===== config.mk =====
export PLATFORM = sky130hd
export DESIGN_NAME = rtc_shadow_bridge
export DESIGN_NICKNAME = d
export VERILOG_FILES = /design/src/rtl/rsb_pkg.sv /design/src/rtl/rsb_phase_timer.sv /design/src/rtl/rsb_shadow_bank.sv /design/src/rtl/rsb_xfer_seq.sv /design/src/rtl/rtc_shadow_bridge.sv
export SDC_FILE = /design/constraint.sdc
export NUM_CORES = 2
export LEC_CHECK = 0
export ABC_AREA = 1
export ABC_CLOCK_PERIOD_IN_PS = 3500
export BUFFER_PORTS_ARGS = -buffer_cell sky130_fd_sc_hd__clkbuf_2
export CAP_MARGIN = 30
export CORE_MARGIN = 2
export CORE_UTILIZATION = 48
export CTS_CLUSTER_SIZE = 24
export DETAILED_ROUTE_END_ITERATION = 16
export PLACE_DENSITY = 0.63
export SYNTH_ARGS = -nofsm -noshare
export SYNTH_HDL_FRONTEND = slang
export SYNTH_SLANG_ARGS = --single-unit
export TNS_END_PERCENT = 30

===== constraint.sdc =====
create_clock -name clk -period 3.5 [get_ports clk]
set_input_delay 0 -clock clk [delete_from_list [all_inputs] [get_ports clk]]
set_output_delay 0 -clock clk [all_outputs]
set_load 0.01 [all_outputs]

===== src/rtl/rsb_pkg.sv =====
package rsb_pkg;

  typedef enum logic [1:0] {
    PH_OPEN    = 2'd0,
    PH_GRACE   = 2'd1,
    PH_WBACK   = 2'd2,
    PH_REFRESH = 2'd3
  } phase_e;

  // Status byte layout: ready in bit 7, dirty in bit 6, phase in bits 1:0
  function automatic logic [7:0] pack_status(input phase_e ph, input logic dirty);
    pack_status = {(ph == PH_OPEN), dirty, 4'b0000, ph};
  endfunction

  // The processor may modify the shadow only in the first two phases
  function automatic logic write_window(input phase_e ph);
    write_window = (ph == PH_OPEN) || (ph == PH_GRACE);
  endfunction

  function automatic logic in_shadow(input int unsigned addr, input int unsigned depth);
    in_shadow = addr < depth;
  endfunction

endpackage


===== src/rtl/rsb_phase_timer.sv =====
module rsb_phase_timer
  import rsb_pkg::*;
#(
  parameter int unsigned PHASE_CYCLES = 6_250_000
) (
  input  logic   clk,
  input  logic   rst_n,
  output phase_e phase,
  output logic   phase_enter
);
  localparam int unsigned CW = (PHASE_CYCLES > 1) ? $clog2(PHASE_CYCLES) : 1;
  localparam logic [CW-1:0] LAST_CNT = CW'(PHASE_CYCLES - 1);

  logic [CW-1:0] cnt_q;
  phase_e        phase_q;
  logic          enter_q;
  logic          wrap;

  assign wrap = (cnt_q == LAST_CNT);

  always_ff @(posedge clk) begin
    if (!rst_n) begin
      cnt_q   <= '0;
      phase_q <= PH_OPEN;
      enter_q <= 1'b0;
    end else if (wrap) begin
      cnt_q   <= '0;
      phase_q <= phase_e'(phase_q + 2'd1);
      enter_q <= 1'b1;
    end else begin
      cnt_q   <= cnt_q + 1'b1;
      enter_q <= 1'b0;
    end
  end

  assign phase       = phase_q;
  assign phase_enter = enter_q;

  assert_phase_steps_R3: assert property (@(posedge clk) disable iff (!rst_n)
    phase_enter |-> (phase_q == phase_e'($past(phase_q) + 2'd1)));

  assert_phase_holds_R3: assert property (@(posedge clk) disable iff (!rst_n)
    !phase_enter |-> $stable(phase_q));

  assert_count_bound_R3: assert property (@(posedge clk) disable iff (!rst_n)
    cnt_q <= LAST_CNT);

endmodule


===== src/rtl/rsb_shadow_bank.sv =====
module rsb_shadow_bank #(
  parameter int unsigned DEPTH = 96,
  parameter int unsigned IW    = 7
) (
  input  logic          clk,
  input  logic          rst_n,
  input  logic          cpu_we,
  input  logic [IW-1:0] cpu_idx,
  input  logic [7:0]    cpu_wdata,
  input  logic          fill_we,
  input  logic [IW-1:0] fill_idx,
  input  logic [7:0]    fill_data,
  input  logic [IW-1:0] rd_idx_a,
  output logic [7:0]    rd_data_a,
  input  logic [IW-1:0] rd_idx_b,
  output logic [7:0]    rd_data_b
);
  logic [7:0] mem [DEPTH];

  for (genvar g = 0; g < DEPTH; g++) begin : g_byte
    logic hit_cpu, hit_fill;
    assign hit_cpu  = cpu_we  && (cpu_idx  == IW'(g));
    assign hit_fill = fill_we && (fill_idx == IW'(g));
    // A processor write wins over a refresh byte at the same address
    always_ff @(posedge clk) begin
      if (!rst_n)        mem[g] <= 8'h00;
      else if (hit_cpu)  mem[g] <= cpu_wdata;
      else if (hit_fill) mem[g] <= fill_data;
    end
  end

  assign rd_data_a = (int'(rd_idx_a) < DEPTH) ? mem[rd_idx_a] : 8'h00;
  assign rd_data_b = (int'(rd_idx_b) < DEPTH) ? mem[rd_idx_b] : 8'h00;

  assert_fill_lands_R8: assert property (@(posedge clk) disable iff (!rst_n)
    (fill_we && !(cpu_we && cpu_idx == fill_idx) && int'(fill_idx) < DEPTH)
      |=> (mem[$past(fill_idx)] == $past(fill_data)));

endmodule


===== src/rtl/rsb_xfer_seq.sv =====
module rsb_xfer_seq #(
  parameter int unsigned DEPTH = 96,
  parameter int unsigned IW    = 7,
  parameter int unsigned AW    = 7
) (
  input  logic          clk,
  input  logic          rst_n,
  input  logic          start_wb,
  input  logic          start_rd,
  input  logic [7:0]    shadow_byte,
  output logic [IW-1:0] cur_idx,
  output logic          xfer_req,
  output logic          xfer_wr,
  output logic [AW-1:0] xfer_addr,
  output logic [7:0]    xfer_wdata,
  output logic          xfer_first,
  output logic          xfer_last,
  input  logic          xfer_ack,
  input  logic [7:0]    xfer_rdata,
  output logic          fill_we,
  output logic [7:0]    fill_data,
  output logic          wb_done
);
  localparam logic [IW-1:0] LAST_IDX = IW'(DEPTH - 1);

  logic          busy_q, wr_q, rd_pend_q;
  logic [IW-1:0] idx_q;
  logic          at_last, byte_done;

  assign at_last   = (idx_q == LAST_IDX);
  assign byte_done = busy_q && xfer_ack;

  always_ff @(posedge clk) begin
    if (!rst_n) begin
      busy_q    <= 1'b0;
      wr_q      <= 1'b0;
      rd_pend_q <= 1'b0;
      idx_q     <= '0;
    end else if (!busy_q) begin
      if (start_wb) begin
        busy_q <= 1'b1;
        wr_q   <= 1'b1;
        idx_q  <= '0;
      end else if (start_rd || rd_pend_q) begin
        busy_q    <= 1'b1;
        wr_q      <= 1'b0;
        idx_q     <= '0;
        rd_pend_q <= 1'b0;
      end
    end else begin
      // A refresh request that meets a running block waits for it
      if (start_rd) rd_pend_q <= 1'b1;
      if (byte_done) begin
        if (at_last) busy_q <= 1'b0;
        else         idx_q  <= idx_q + 1'b1;
      end
    end
  end

  assign cur_idx    = idx_q;
  assign xfer_req   = busy_q;
  assign xfer_wr    = busy_q && wr_q;
  assign xfer_addr  = AW'(idx_q);
  assign xfer_wdata = shadow_byte;
  assign xfer_first = busy_q && (idx_q == '0);
  assign xfer_last  = busy_q && at_last;
  assign fill_we    = byte_done && !wr_q;
  assign fill_data  = xfer_rdata;
  assign wb_done    = byte_done && wr_q && at_last;

  assert_hold_until_ack_R9: assert property (@(posedge clk) disable iff (!rst_n)
    (xfer_req && !xfer_ack) |=> (xfer_req && $stable(xfer_addr) && $stable(xfer_wr)));

  assert_advance_after_ack_R9: assert property (@(posedge clk) disable iff (!rst_n)
    (xfer_req && xfer_ack && !xfer_last) |=> (xfer_req && xfer_addr == $past(xfer_addr) + 1'b1));

  assert_block_marks_R6: assert property (@(posedge clk) disable iff (!rst_n)
    $onehot0({xfer_first, xfer_last}));

  assert_addr_in_bank_R6: assert property (@(posedge clk) disable iff (!rst_n)
    xfer_req |-> (int'(xfer_addr) < DEPTH));

endmodule


===== src/rtl/rtc_shadow_bridge.sv =====
module rtc_shadow_bridge
  import rsb_pkg::*;
#(
  parameter int unsigned PHASE_CYCLES = 6_250_000,
  parameter int unsigned SHADOW_BYTES = 96,
  parameter int unsigned AW           = 7
) (
  input  logic          clk,
  input  logic          rst_n,
  input  logic [AW-1:0] bus_addr,
  input  logic [7:0]    bus_din,
  output logic [7:0]    bus_dout,
  input  logic          bus_cs_n,
  input  logic          bus_wr_n,
  input  logic          bus_rd_n,
  output logic          xfer_req,
  output logic          xfer_wr,
  output logic [AW-1:0] xfer_addr,
  output logic [7:0]    xfer_wdata,
  output logic          xfer_first,
  output logic          xfer_last,
  input  logic          xfer_ack,
  input  logic [7:0]    xfer_rdata
);
  localparam int unsigned   IW          = $clog2(SHADOW_BYTES);
  localparam logic [AW-1:0] STATUS_ADDR = {AW{1'b1}};

  phase_e        phase;
  logic          phase_enter;
  logic          dirty_q;
  logic          cpu_rd, cpu_wr, cpu_wr_accept, addr_in_bank;
  logic          start_wb, start_rd, fill_we, wb_done;
  logic [IW-1:0] seq_idx;
  logic [7:0]    fill_data, seq_byte, cpu_byte;

  rsb_phase_timer #(.PHASE_CYCLES(PHASE_CYCLES)) u_timer (
    .clk(clk), .rst_n(rst_n), .phase(phase), .phase_enter(phase_enter)
  );

  assign addr_in_bank  = in_shadow(int'(bus_addr), SHADOW_BYTES);
  assign cpu_rd        = !bus_cs_n && !bus_rd_n;
  assign cpu_wr        = !bus_cs_n && !bus_wr_n;
  assign cpu_wr_accept = cpu_wr && addr_in_bank && write_window(phase);

  assign start_wb = phase_enter && (phase == PH_WBACK) && dirty_q;
  assign start_rd = phase_enter && (phase == PH_REFRESH);

  rsb_shadow_bank #(.DEPTH(SHADOW_BYTES), .IW(IW)) u_bank (
    .clk(clk), .rst_n(rst_n),
    .cpu_we(cpu_wr_accept), .cpu_idx(IW'(bus_addr)), .cpu_wdata(bus_din),
    .fill_we(fill_we), .fill_idx(seq_idx), .fill_data(fill_data),
    .rd_idx_a(IW'(bus_addr)), .rd_data_a(cpu_byte),
    .rd_idx_b(seq_idx), .rd_data_b(seq_byte)
  );

  rsb_xfer_seq #(.DEPTH(SHADOW_BYTES), .IW(IW), .AW(AW)) u_seq (
    .clk(clk), .rst_n(rst_n),
    .start_wb(start_wb), .start_rd(start_rd), .shadow_byte(seq_byte),
    .cur_idx(seq_idx),
    .xfer_req(xfer_req), .xfer_wr(xfer_wr), .xfer_addr(xfer_addr),
    .xfer_wdata(xfer_wdata), .xfer_first(xfer_first), .xfer_last(xfer_last),
    .xfer_ack(xfer_ack), .xfer_rdata(xfer_rdata),
    .fill_we(fill_we), .fill_data(fill_data), .wb_done(wb_done)
  );

  // A new modification wins over completion of an older write-back
  always_ff @(posedge clk) begin
    if (!rst_n)             dirty_q <= 1'b0;
    else if (cpu_wr_accept) dirty_q <= 1'b1;
    else if (wb_done)       dirty_q <= 1'b0;
  end

  always_comb begin
    bus_dout = 8'h00;
    if (cpu_rd) begin
      if (bus_addr == STATUS_ADDR) bus_dout = pack_status(phase, dirty_q);
      else if (addr_in_bank)       bus_dout = cpu_byte;
    end
  end

  assert_dirty_after_write_R4: assert property (@(posedge clk) disable iff (!rst_n)
    cpu_wr_accept |=> dirty_q);

  assert_closed_write_no_dirty_R5: assert property (@(posedge clk) disable iff (!rst_n)
    (cpu_wr && !write_window(phase) && !dirty_q) |=> !dirty_q);

  assert_wb_needs_dirty_R6: assert property (@(posedge clk) disable iff (!rst_n)
    (xfer_req && xfer_wr) |-> dirty_q);

  assert_clean_after_wb_R7: assert property (@(posedge clk) disable iff (!rst_n)
    (wb_done && !cpu_wr_accept) |=> !dirty_q);

  assert_idle_dout_R1: assert property (@(posedge clk) disable iff (!rst_n)
    !cpu_rd |-> (bus_dout == 8'h00));

endmodule


# --- Yosys cells after proc, flatten, opt, wreduce, memory -nomap -nowiden ---
# Memory sizes are Yosys's and may differ from the RTL's. A register that Yosys moved wholly into a read port is not among the register bits.
# Cells that the tools add are included.
word_totals:
  regBits: 37
  latchBits: 0
  ram_bits: 768
  romBits: 0
  inputBits: 29
  output_inout_bits: 27
  elab_cells: 1519
  n_memories: 1
mem_list:
  columns: ["memory", "words", "word_bits", "read_ports", "rd_ports_with_merged_regs", "write_ports", "line", "text"]
  rows:
  - ["u_bank.mem", 96, 8, 2, 1, 96, "rsb_shadow_bank.sv:18", "logic [7:0] mem [DEPTH];"]
op_classes:
  add_sub_neg: 3
  n_mul: 0
  div_mod_pow: 0
  n_lt_le_gt_ge: 2
  n_eq_ne: 199
  n_shift: 0
  muxes: 889
  bitwise_logic: 194
  n_reduce_logical: 223
op_table:
  columns: ["operator", "n"]
  rows:
  - ["$mux 8", 196]
  - ["$mux 1", 686]
  - ["$eq 7x7->1 const B", 65]
  - ["$eq 7x6->1 const B", 64]
  - ["$eq 7x5->1 const B", 32]
  - ["$logic_and 1x1->1", 206]
  - ["$or 1x1->1", 192]
  - ["$eq 7x4->1 const B", 16]
  - ["$eq 7x3->1 const B", 8]
  - ["$mux 7", 7]
  - ["$eq 7x2->1 const B", 4]
  - ["$add 23x1->23 const B", 1]
  - ["$eq 23x23->1 const B", 1]
  - ["$eq 7x1->1 const B", 2]
  - ["$logic_not 7->1", 2]
  - ["$lt 7x7->1 const B", 2]
  - ["$add 7x1->7 const B", 1]
  - ["$reduce_and 3->1", 2]
  - ["$reduce_bool 2->1", 3]
  - ["$eq 2x2->1 const B", 2]
  - ["$logic_not 1->1", 4]
  - ["$ne 2x1->1 const B", 2]
  - ["$ne 2x2->1 const B", 2]
  - ["$reduce_bool 3->1", 1]
  - ["other kinds (7)", 9]

# --- Logic depth before layout (Yosys ltp) ---
depth:
  ltp_word: 10
  ltp_mapped: 17
  ltp_nobuf: 15

# --- By module ---
# From an unflattened synthesis, not the netlist that was laid out.
unflattened:
  hier_cells: 6274
  hier_area_um2: 49184.7
by_module_without_submodules:
  columns: ["module", "instances", "cells_each", "area_each_um2", "seq_area_each_um2"]
  rows:
  - ["rsb_shadow_bank", 1, 5902, 46732.3, 23062.1]
  - ["rsb_phase_timer", 1, 207, 1423.9, 520.5]
  - ["rsb_xfer_seq", 1, 122, 812.0, 200.2]
  - ["rtc_shadow_bridge", 1, 43, 216.5, 20.0]

# --- Worst setup path before layout ---
# No wires, ideal clock.
synth_timing:
  path_type: "flip-flop to flip-flop"
  from: "reg u_seq.idx_q[5] (netlist: u_seq.cur_idx[5])"
  to: "mem u_bank.mem[52][0] (enable)"
  setup_ps: 384
  arrival_time_ps: 2182
  required_ps: 3116
  slack_ps: 934
  stages_incl_launch_ff: 8
  path_buffers: 3
  period_less_slack_ps: 2566
  cell_sequence: "dfxtp_1 -> buf_2 -> nand2_1 -> nor2_1 -> inv_1 -> clkbuf_1 -> clkbuf_1 -> o21ai_0"
synth_rtl:
  columns: ["element", "line", "text"]
  rows:
  - ["start: declaration", "rsb_xfer_seq.sv:27", "logic [IW-1:0] idx_q;"]
  - ["start signal: assignment", "rsb_xfer_seq.sv:55", "else idx_q <= idx_q + 1'b1;"]
  - ["end: declaration", "rsb_shadow_bank.sv:18", null]

==> results.yml <==
placed_design:
  placed_area_sq_um: 49600
  io_buffer_count: 55
  place.gp.congestion: 1.05
  dp_hpwl_um: 138000
  dp_cells: 6716
floorplan:
  die_y_um: 317
  die_area_sq_um: 100000
  fp.dieW_um: 317
  initial_core_util_pct: 48.6
  io-pin-count: 56
  core-area_sq_um: 96900
  num_rows: 114
timing:
  post-route-worst-setup-slack_ps: -91.2
  hold_viol: 0
  clock.fmax_mhz: 278
  worst_slew_pin_slew_ps: 1120
  period_share_pct: 103
  fin_crit_ps: 3590
  worst_slew_margin_rel_pct: 25.5
  setup_viol: 4
  fin_skew_ps: 30.8
  slew_viol_final: 0
run:
  drv_cap: 0
clocking:
  cts_buffers: 90
  clk_pin_slew_worst_paths_ps: 60
  htreeDepth: 3
  clockBufferDepth: 3
  insertion_delay_ps: 700
  cts.sinks: 812
  cts_tree: "done"
  root_buffer: "clkbuf_16"
finish:
  layout-drive-gt1-share_pct: 10.0
  final_area_sq_um: 52900
  instances_no_fill: 6902
  final_nets: 5590
  area_growth_pct: 12.4
synthesis:
  avgSynthCellArea_sq_um: 8.39
  ys_ff_latch: 812
  yosysUniqueCellTypes: 41
  syn-num-nets: 5645
  synth_ff_type: "edfxtp_1"
  ys_seq_area_share_pct: 50.9
  synth_compound_area_share_pct: 19.7
  synthAdderAreaFrac_pct: 0.239
  yosys-top-cells-count: "1586 x nand2_1, 768 x edfxtp_1, 760 x o22ai_1"
  synthMuxAreaShare_pct: 0
  synth_edf_count: 768
  synthTopCellsByArea: "edfxtp_1 49%, nand2_1 13%, o22ai_1 10%"
  synth_xor_area_share_pct: 0.168
  yosysWarnings: 0
  synth.largest_area_cell: "edfxtp_1"
  synth_top_family_by_area: "simple AND/OR/NAND/NOR gates"
  post-synth-top-area-fraction_pct: 49.0
  synthCells: 5607
  syn_area_sq_um: 47000
  yosysMostFrequentCell: "nand2_1"
  ys_async_sr_fraction_pct: 0
  yosys.area_share.simple_pct: 23.7
setup_path:
  worstPathMaxFanout: 64
  crit_required_ps: 3500
  cp_data_arrival_time_ps: 3590
  rrSetupSlack_ps: 160
  reg2reg_to: "u_bank.mem[76][3]$_DFFE_PP_"
  reg2reg_from: "u_seq.xfer_req$_SDFF_PN0_"
  r2r_cells: 8
  critical_path_class: "reg2out"
  endpoint: "xfer_wdata[0]"
  start_kind: "flip-flop"
  cp-end-kind: "output port"
grt:
  grt_first_pass_wirelength_um: 307000
  grt_max_degree: 155
  antenna_found_initial: 8
  grt_usage_pct: 41.9
  globalRoute.totalOverflow: 0
  grt_pass1_vias: 44700
run_status:
  violations: "setup timing"
  status: "finished, violations left"
drt:
  drtIter0Drc: 9455
  drc: 0
  via_count: 49000
  ant_nets: 0
  first_pass_iters: 8
  wl_per_cell_um: 31.7
  routed_wl_um: 219000
  vias_per_cell: 7.10
min_path:
  hold_path_class: "in2reg"
power:
  p_per_area_nw_per_um2: 439
  irDropWorstVdd_v: 0.000413
  leakagePower_uw: 0.0196
worst max-delay path: stages, from the launching register on:
cell and delay (ps):
dfxtp_4 440, buf_12 190, clkbuf_16 260, o21ai_0 320, nand3_1 140, nand2_1 90, nand2_1 90, nand3_1 190
nand3_1 270, nand2_1 190, nand2_1 160, a21oi_2 310, clkbuf_2 200
cell type report:
| type | instances | area (sq um) |
|---|---|---|
| fillers | 8809 | 44000 |
| clock inverters | 48 | 483 |
| flip-flops and latches | 812 | 24000 |
| repair buffers | 366 | 3140 |
| repair inverters | 1 | 11.3 |
| inverters | 125 | 552 |
| multi-input cells | 4156 | 20700 |
| clock buffers | 115 | 2460 |
| diodes | 3 | 7.51 |
| well taps | 1276 | 1600 |
repair_timing:
item,CTS,global route
endpoints found under the setup margin,8,8
hold endpoints to repair,141,0
hold buffers,9,0
gates cloned,0,3
gates resized for setup,2,11
buffers inserted,0,3
report_power, final:
group	internal [uW]	switching, uW
Combinational	523	1710
Sequential	10900	213
Clock	5620	4200
cells in the final DEF, fill, tap and decap left out, types with 26 or more instances in the layout:
cell type  netlist  routed
nand4_1         26      26
o22ai_1        760     760
clkbuf_2         0      53
nand3_1        707     706
dfxtp_1         44      40
a21oi_1        162     160
edfxtp_1       768     768
buf_2           93      32
buf_12           0      38
o21ai_0        222     220
inv_1           91      88
o221ai_1        42      42
nand2_1       1586    1586
a22oi_1        257     257
nor2_1         281     273
buf_4            1     225
clkbuf_16        0      95
worst min path at each step:
stage | start | endpoint | slack, ps | cells past startpoint
detailed placement | xfer_ack | dirty_q$_SDFFE_PN0P_ | 420 | 4
floorplan | bus_cs_n | bus_dout[4] | 180 | 3
global route | xfer_rdata[2] | u_bank.mem[51][2]$_DFFE_PP_ | 50 | 3
global placement | u_timer.cnt_q[0]$_SDFF_PP0_ | u_timer.cnt_q[0]$_SDFF_PP0_ | 430 | 1
CTS | bus_din[4] | u_bank.mem[54][4]$_DFFE_PP_ | 20 | 3
finish | bus_din[7] | u_bank.mem[17][7]$_DFFE_PP_ | 50 | 3
per-layer routing:
metal	track usage [%]	share of wire, %
met1	54.4	35
met2	60.4	41
met3	15.0	17
met4	24.3	7.0
met5	0	0.056
per-stage QoR:
stage	setup slack [ps]	total power (uW)	hold slack, ps	utilization [%]	setup TNS [ps]
3_5_place_dp	601	13400	417	51.2	0
6_report	-91.2	23200	48.8	54.6	-222
5_1_grt	-1.81	23500	53.7	54.6	-1.81
2_1_floorplan	934	12400	180	-	0
4_1_cts	5.54	23000	19.9	54.4	0
3_3_place_gp	126	13400	427	51.0	0
cell families after synthesis:
family,Yosys count
fa+ha+maj,9
xor+xnor,9
simple gates,2661
flops,812
buf+inv,639
compound gates,1477
state kept, by name, indices dropped and copies added, names as in the netlist, named ones only:
| signal | count |
|---|---|
| u_timer.cnt_q | 23 |
| u_seq.wr_q | 1 |
| dirty_q | 1 |
| u_timer.phase | 2 |
| u_seq.rd_pend_q | 1 |
| u_seq.cur_idx | 7 |
| u_seq.xfer_req | 1 |
| u_timer.phase_enter | 1 |
| u_bank.mem | 768 |
(Power assumes the default switching activity.)
